File: src/rtl/victim_sel_pkg.sv
package victim_sel_pkg;

  typedef enum logic [1:0] {
    KIND_RO    = 2'd0,
    KIND_OWNED = 2'd1,
    KIND_WRITE = 2'd2,
    KIND_SPARE = 2'd3
  } pageKind_e;

  typedef struct packed {
    logic touch;
    logic fill;
    logic capture;
  } ctrlStrobe_t;

endpackage

File: src/rtl/victim_sel_ctrl.sv
module victim_sel_ctrl
  import victim_sel_pkg::*;
#(
  parameter int IDX_W = 3
) (
  input  logic             clk,
  input  logic             rst_n,
  input  logic             fillValid,
  input  logic [IDX_W-1:0] fillIdx,
  input  logic             accValid,
  input  logic [IDX_W-1:0] accIdx,
  input  logic             reqValid,
  output ctrlStrobe_t      strobe,
  output logic [IDX_W-1:0] touchIdx,
  output logic             respValid
);

  always_comb begin
    strobe.touch   = fillValid | accValid;
    strobe.fill    = fillValid;
    strobe.capture = reqValid;
    touchIdx       = fillValid ? fillIdx : accIdx;
  end

  always_ff @(posedge clk) begin
    if (!rst_n) respValid <= 1'b0;
    else        respValid <= reqValid;
  end

  AST_RESP_AFTER_REQ: assert property (@(posedge clk) disable iff (!rst_n)
    reqValid |=> respValid);
  AST_NO_SPURIOUS_RESP: assert property (@(posedge clk) disable iff (!rst_n)
    !reqValid |=> !respValid);

endmodule

File: src/rtl/victim_sel_dp.sv
module victim_sel_dp
  import victim_sel_pkg::*;
#(
  parameter int NUM_FRAMES = 8,
  parameter int AGE_W      = 4,
  parameter int WEIGHT_W   = 8,
  parameter int NODE_CNT   = 4,
  localparam int IDX_W     = $clog2(NUM_FRAMES),
  localparam int NODE_W    = (NODE_CNT > 1) ? $clog2(NODE_CNT) : 1
) (
  input  logic                clk,
  input  logic                rst_n,
  input  ctrlStrobe_t         strobe,
  input  logic [IDX_W-1:0]    touchIdx,
  input  logic [1:0]          fillKind,
  input  logic [WEIGHT_W-1:0] wtReadOnly,
  input  logic [WEIGHT_W-1:0] wtOwned,
  input  logic [WEIGHT_W-1:0] wtWritable,
  input  logic [WEIGHT_W-1:0] wtAge,
  input  logic [NODE_CNT-1:0] freeNodeMask,
  output logic [IDX_W-1:0]    respIdx,
  output logic                respXfer,
  output logic [NODE_W-1:0]   respNode,
  output logic                respStall
);

  localparam int SCORE_W = WEIGHT_W + AGE_W + 1;
  localparam logic [AGE_W-1:0] AGE_MAX = '1;

  logic [NUM_FRAMES-1:0] validQ;
  pageKind_e             kindQ [NUM_FRAMES];
  logic [AGE_W-1:0]      ageQ  [NUM_FRAMES];
  logic [SCORE_W-1:0]    score [NUM_FRAMES];
  logic                  touchOk;

  assign touchOk = strobe.touch && (strobe.fill || validQ[touchIdx]);

  for (genvar k = 0; k < NUM_FRAMES; k++) begin : g_frame
    logic [WEIGHT_W-1:0] kindWt;
    always_comb begin
      case (kindQ[k])
        KIND_RO:    kindWt = wtReadOnly;
        KIND_OWNED: kindWt = wtOwned;
        default:    kindWt = wtWritable;
      endcase
      score[k] = SCORE_W'(kindWt) + SCORE_W'(wtAge) * SCORE_W'(ageQ[k]);
    end

    always_ff @(posedge clk) begin
      if (!rst_n) begin
        validQ[k] <= 1'b0;
        kindQ[k]  <= KIND_RO;
        ageQ[k]   <= '0;
      end else if (touchOk) begin
        if (touchIdx == IDX_W'(k)) begin
          ageQ[k] <= '0;
          if (strobe.fill) begin
            validQ[k] <= 1'b1;
            kindQ[k]  <= pageKind_e'(fillKind);
          end
        end else if (validQ[k] && ageQ[k] != AGE_MAX) begin
          ageQ[k] <= ageQ[k] + 1'b1;
        end
      end
    end

    AST_AGE_STEP: assert property (@(posedge clk) disable iff (!rst_n)
      (ageQ[k] != '0) |-> (ageQ[k] == $past(ageQ[k]) || ageQ[k] == $past(ageQ[k]) + 1'b1));
  end

  logic [IDX_W-1:0]  invIdx, bestIdx, selIdx;
  logic              anyInvalid;
  logic [SCORE_W-1:0] bestScore;
  logic [NODE_W-1:0] freeNode;
  logic              selXfer;

  always_comb begin
    anyInvalid = 1'b0;
    invIdx     = '0;
    for (int k = NUM_FRAMES - 1; k >= 0; k--) begin
      if (!validQ[k]) begin
        anyInvalid = 1'b1;
        invIdx     = IDX_W'(k);
      end
    end
    bestIdx   = '0;
    bestScore = score[0];
    for (int k = 1; k < NUM_FRAMES; k++) begin
      if (score[k] > bestScore) begin
        bestScore = score[k];
        bestIdx   = IDX_W'(k);
      end
    end
    selIdx  = anyInvalid ? invIdx : bestIdx;
    selXfer = !anyInvalid && (kindQ[selIdx] != KIND_RO);
    freeNode = '0;
    for (int n = NODE_CNT - 1; n >= 0; n--) begin
      if (freeNodeMask[n]) freeNode = NODE_W'(n);
    end
  end

  always_ff @(posedge clk) begin
    if (!rst_n) begin
      respIdx   <= '0;
      respXfer  <= 1'b0;
      respNode  <= '0;
      respStall <= 1'b0;
    end else if (strobe.capture) begin
      respIdx   <= selIdx;
      respXfer  <= selXfer;
      respNode  <= freeNode;
      respStall <= selXfer && (freeNodeMask == '0);
    end
  end

  AST_EMPTY_FIRST: assert property (@(posedge clk) disable iff (!rst_n)
    anyInvalid |-> !validQ[selIdx]);
  for (genvar k = 0; k < NUM_FRAMES; k++) begin : g_chk
    AST_BEST_SCORE: assert property (@(posedge clk) disable iff (!rst_n)
      !anyInvalid |-> score[k] <= score[selIdx]);
    AST_TIE_LOW_INDEX: assert property (@(posedge clk) disable iff (!rst_n)
      (!anyInvalid && score[k] == score[selIdx]) |-> (IDX_W'(k) >= selIdx));
  end
  AST_STALL_ONLY_SHIP: assert property (@(posedge clk) disable iff (!rst_n)
    respStall |-> respXfer);

endmodule

File: src/rtl/victim_sel.sv
module victim_sel
  import victim_sel_pkg::*;
#(
  parameter int NUM_FRAMES = 8,
  parameter int AGE_W      = 4,
  parameter int WEIGHT_W   = 8,
  parameter int NODE_CNT   = 4,
  localparam int IDX_W     = $clog2(NUM_FRAMES),
  localparam int NODE_W    = (NODE_CNT > 1) ? $clog2(NODE_CNT) : 1
) (
  input  logic                clk,
  input  logic                rst_n,
  input  logic                fillValid,
  input  logic [IDX_W-1:0]    fillIdx,
  input  logic [1:0]          fillKind,
  input  logic                accValid,
  input  logic [IDX_W-1:0]    accIdx,
  input  logic [WEIGHT_W-1:0] wtReadOnly,
  input  logic [WEIGHT_W-1:0] wtOwned,
  input  logic [WEIGHT_W-1:0] wtWritable,
  input  logic [WEIGHT_W-1:0] wtAge,
  input  logic [NODE_CNT-1:0] freeNodeMask,
  input  logic                reqValid,
  output logic                respValid,
  output logic [IDX_W-1:0]    respIdx,
  output logic                respXfer,
  output logic [NODE_W-1:0]   respNode,
  output logic                respStall
);

  ctrlStrobe_t      strobe;
  logic [IDX_W-1:0] touchIdx;

  victim_sel_ctrl #(.IDX_W(IDX_W)) ctrl_i (
    .clk(clk), .rst_n(rst_n),
    .fillValid(fillValid), .fillIdx(fillIdx),
    .accValid(accValid), .accIdx(accIdx),
    .reqValid(reqValid),
    .strobe(strobe), .touchIdx(touchIdx), .respValid(respValid)
  );

  victim_sel_dp #(
    .NUM_FRAMES(NUM_FRAMES), .AGE_W(AGE_W),
    .WEIGHT_W(WEIGHT_W), .NODE_CNT(NODE_CNT)
  ) dp_i (
    .clk(clk), .rst_n(rst_n),
    .strobe(strobe), .touchIdx(touchIdx), .fillKind(fillKind),
    .wtReadOnly(wtReadOnly), .wtOwned(wtOwned),
    .wtWritable(wtWritable), .wtAge(wtAge),
    .freeNodeMask(freeNodeMask),
    .respIdx(respIdx), .respXfer(respXfer),
    .respNode(respNode), .respStall(respStall)
  );

endmodule

File: config.mk
export PLATFORM = sky130hd
export DESIGN_NAME = victim_sel
export DESIGN_NICKNAME = d
export VERILOG_FILES = /design/src/rtl/victim_sel_pkg.sv /design/src/rtl/victim_sel_ctrl.sv /design/src/rtl/victim_sel_dp.sv /design/src/rtl/victim_sel.sv
export SDC_FILE = /design/constraint.sdc
export NUM_CORES = 1
export LEC_CHECK = 0
export CAP_MARGIN = 40
export CORE_MARGIN = 4
export CORE_UTILIZATION = 55
export CTS_CLUSTER_SIZE = 28
export DETAILED_ROUTE_END_ITERATION = 7
export PLACE_DENSITY = 0.7
export SLEW_MARGIN = 20
export SYNTH_ARGS = -nofsm -noshare
export SYNTH_HDL_FRONTEND = slang
export SYNTH_SLANG_ARGS = --single-unit
File: constraint.sdc
create_clock -name clk -period 48.4 [get_ports clk]
set_clock_uncertainty 0.15 [all_clocks]
set_input_delay 7.26 -clock clk [delete_from_list [all_inputs] [get_ports clk]]
set_output_delay 7.26 -clock clk [all_outputs]
set_load 0.02 [all_outputs]
==> flow_summary.json <==
{
  "clk_pin_slew_ps": 50,
  "worst_path_most_repeated_cell": "a21oi_1",
  "num_rows": 65,
  "synth-seq-area-share": 0.0998,
  "rsz0062_at_grt": "false",
  "ys_ff_latch": 64,
  "track_usage": 0.291,
  "netlist_area_um2": 17600,
  "synth.distinct_cells": 65,
  "drtIter0Drc": 1122,
  "first_global_vias": 15743,
  "yosysTopAreaCell": "ha_1",
  "fin_setup_tns_ps": 0,
  "fin_util": 0.589,
  "holdCritPathClass": "flop to flop",
  "layout.filler_cells": 2980,
  "grt_max_degree": 33,
  "via_count": 15431,
  "post-dp-hpwl_mm": 40.3,
  "drive_gt1_frac": 0.0342,
  "setup_viol": 0,
  "crit_type": "primary input to flop",
  "gp_congestion": 0.923,
  "arrival_ps": 26380,
  "worstPathMaxFanout": 32,
  "setup_ws_ps": 22080,
  "wirelength_mm": 50.9,
  "finalMaxSlewViolations": 0,
  "cts_inserted_buffers": 9,
  "syn_avg_cell_area_um2": 7.83,
  "io_buffers": 56,
  "synthTopCellsByArea": "ha_1 (20%), fa_1 (17%), edfxtp_1 (8.2%), inv_1 (7.4%), nand2_1 (5.5%)",
  "pin_count": 57,
  "min_period_ps": 26320,
  "required_ps": 48460,
  "status": "complete, no violations",
  "syn_nets": 2739,
  "final_common_cell": "inv_1",
  "die_height_um": 187,
  "syn_inst": 2255,
  "clockBufferDepth": 2,
  "worst_slew_pin_slew_ps": 849,
  "fmax_mhz": 38.0,
  "finalHoldViolCount": 0,
  "crit_path_max_incr_delay_ps": 600,
  "crit_path_end_kind": "flop",
  "max_cap_violations": 0,
  "final_cell_mix": "inv_1 (347), ha_1 (283), nand2_1 (260)",
  "drc": 0,
  "coreArea_um2": 31600,
  "period_share": 0.544,
  "antenna_found_initial": 0,
  "clock-sinks": 64,
  "synth-edff-count": 48,
  "hold_buffers": 0,
  "die_w_um": 187,
  "postCtsSetupBuffers": 0,
  "nets": 2704,
  "cts_resized": 0,
  "cts_tree": "built",
  "yosysWarnings": 0,
  "overflow": 0,
  "yosysTopAreaCellShare": 0.201,
  "vias_per_cell": 5.87,
  "syn_to_final_growth_pct": 5.55,
  "htreeDepth": 3,
  "postSynth.asyncResetShare": 0,
  "drt_pre_antenna_iters": 6,
  "pre_cts_ws_ps": 21750,
  "slowest_stage": "mux4_2",
  "drtAntennaViolNets": 0,
  "grt_pass1_wl_mm": 82.3,
  "start_util": 0.558,
  "insertion_delay_ps": 340,
  "dieArea_um2": 35000,
  "synth_ff_type": "edfxtp_1",
  "relSlewSlack": 0.434,
  "drt-wirelength-per-cell_um": 19.4,
  "clock-root-buffer": "clkbuf_16",
  "diodes": 0,
  "start_kind": "primary input"
}
[flip-flops by register name, indices dropped and copies added (netlist names)]
signal,flops
dp_i.ageQ,32
dp_i.respNode,2
ctrl_i.respValid,1
dp_i.respIdx,3
dp_i.validQ,8
dp_i.respStall,1
dp_i.respXfer,1
dp_i.kindQ,16
[cell families (layout without fill, tap and decap cells)]
logic type      count (synthesis)  in the layout  synth area share
simple gates                  726            726             0.193
buf+inv                       466            436            0.0992
fa+ha+maj                     435            435             0.373
compound gates                377            377             0.130
mux                           113            113            0.0683
xor+xnor                       74             74            0.0367
flops                          64             64            0.0998
[final cells by class]
class	count	area, um^2	area share
multi-input cells	1725	14100	0.759
well taps	402	503	0.0270
inverters	348	1310	0.0701
repair buffers	72	652	0.0350
clock inverters	6	36.3	0.00195
flip-flops and latches	64	1760	0.0946
clock buffers	10	229	0.0123
[worst max-delay path, delay by kind of cell]
family / cells / cell delay (ps)
AO/OA/AOI/OAI: 36 / 8590
adder cells (fa/ha/maj): 11 / 3960
AND/OR/NAND/NOR: 13 / 2720
buffers and inverters: 9 / 2120
multiplexers: 4 / 1690
[worst paths after layout]
path / startpoint / endpoint / slack (ps) / depth (start not counted)
worst max-delay path: wtAge[1] / dp_i.respXfer / 22080 / 73
worst min-delay path: dp_i.respIdx[2] / dp_i.respIdx[2] / 330 / 2
worst max register to register: dp_i.ageQ[0][5] / dp_i.respXfer / 29220 / 71
worst min register to register: dp_i.respIdx[2] / dp_i.respIdx[2] / 330 / 2
[routing by layer]
metal  global-route usage  share of wire
met1                0.363           0.42
met2                0.518           0.49
met3               0.0336          0.054
met4                0.106          0.043
met5                    0              0
[stage by stage]
step	instances	instance area, um^2	hold slack, ps
finish	2627	18600	326
global route	2627	18600	358
CTS	2626	18600	324
detailed placement	2610	18300	314
global placement	2606	18300	308
floorplan	2255	17600	327
[Yosys cell counts, drive strengths merged (16+ instances only)]
cell,instances
inv,348
ha,283
nand2,260
nor2,174
fa,152
a21oi,145
and2,125
clkbuf,107
o21ai,101
mux2i,93
nand3,49
edfxtp,48
xnor2,43
a21o,31
xor2,31
nand2b,24
mux2,17
dfxtp,16
Power is left out: the tool's default activity adds up to more than one toggle a clock period on the data nets, which glitch-free logic cannot reach.
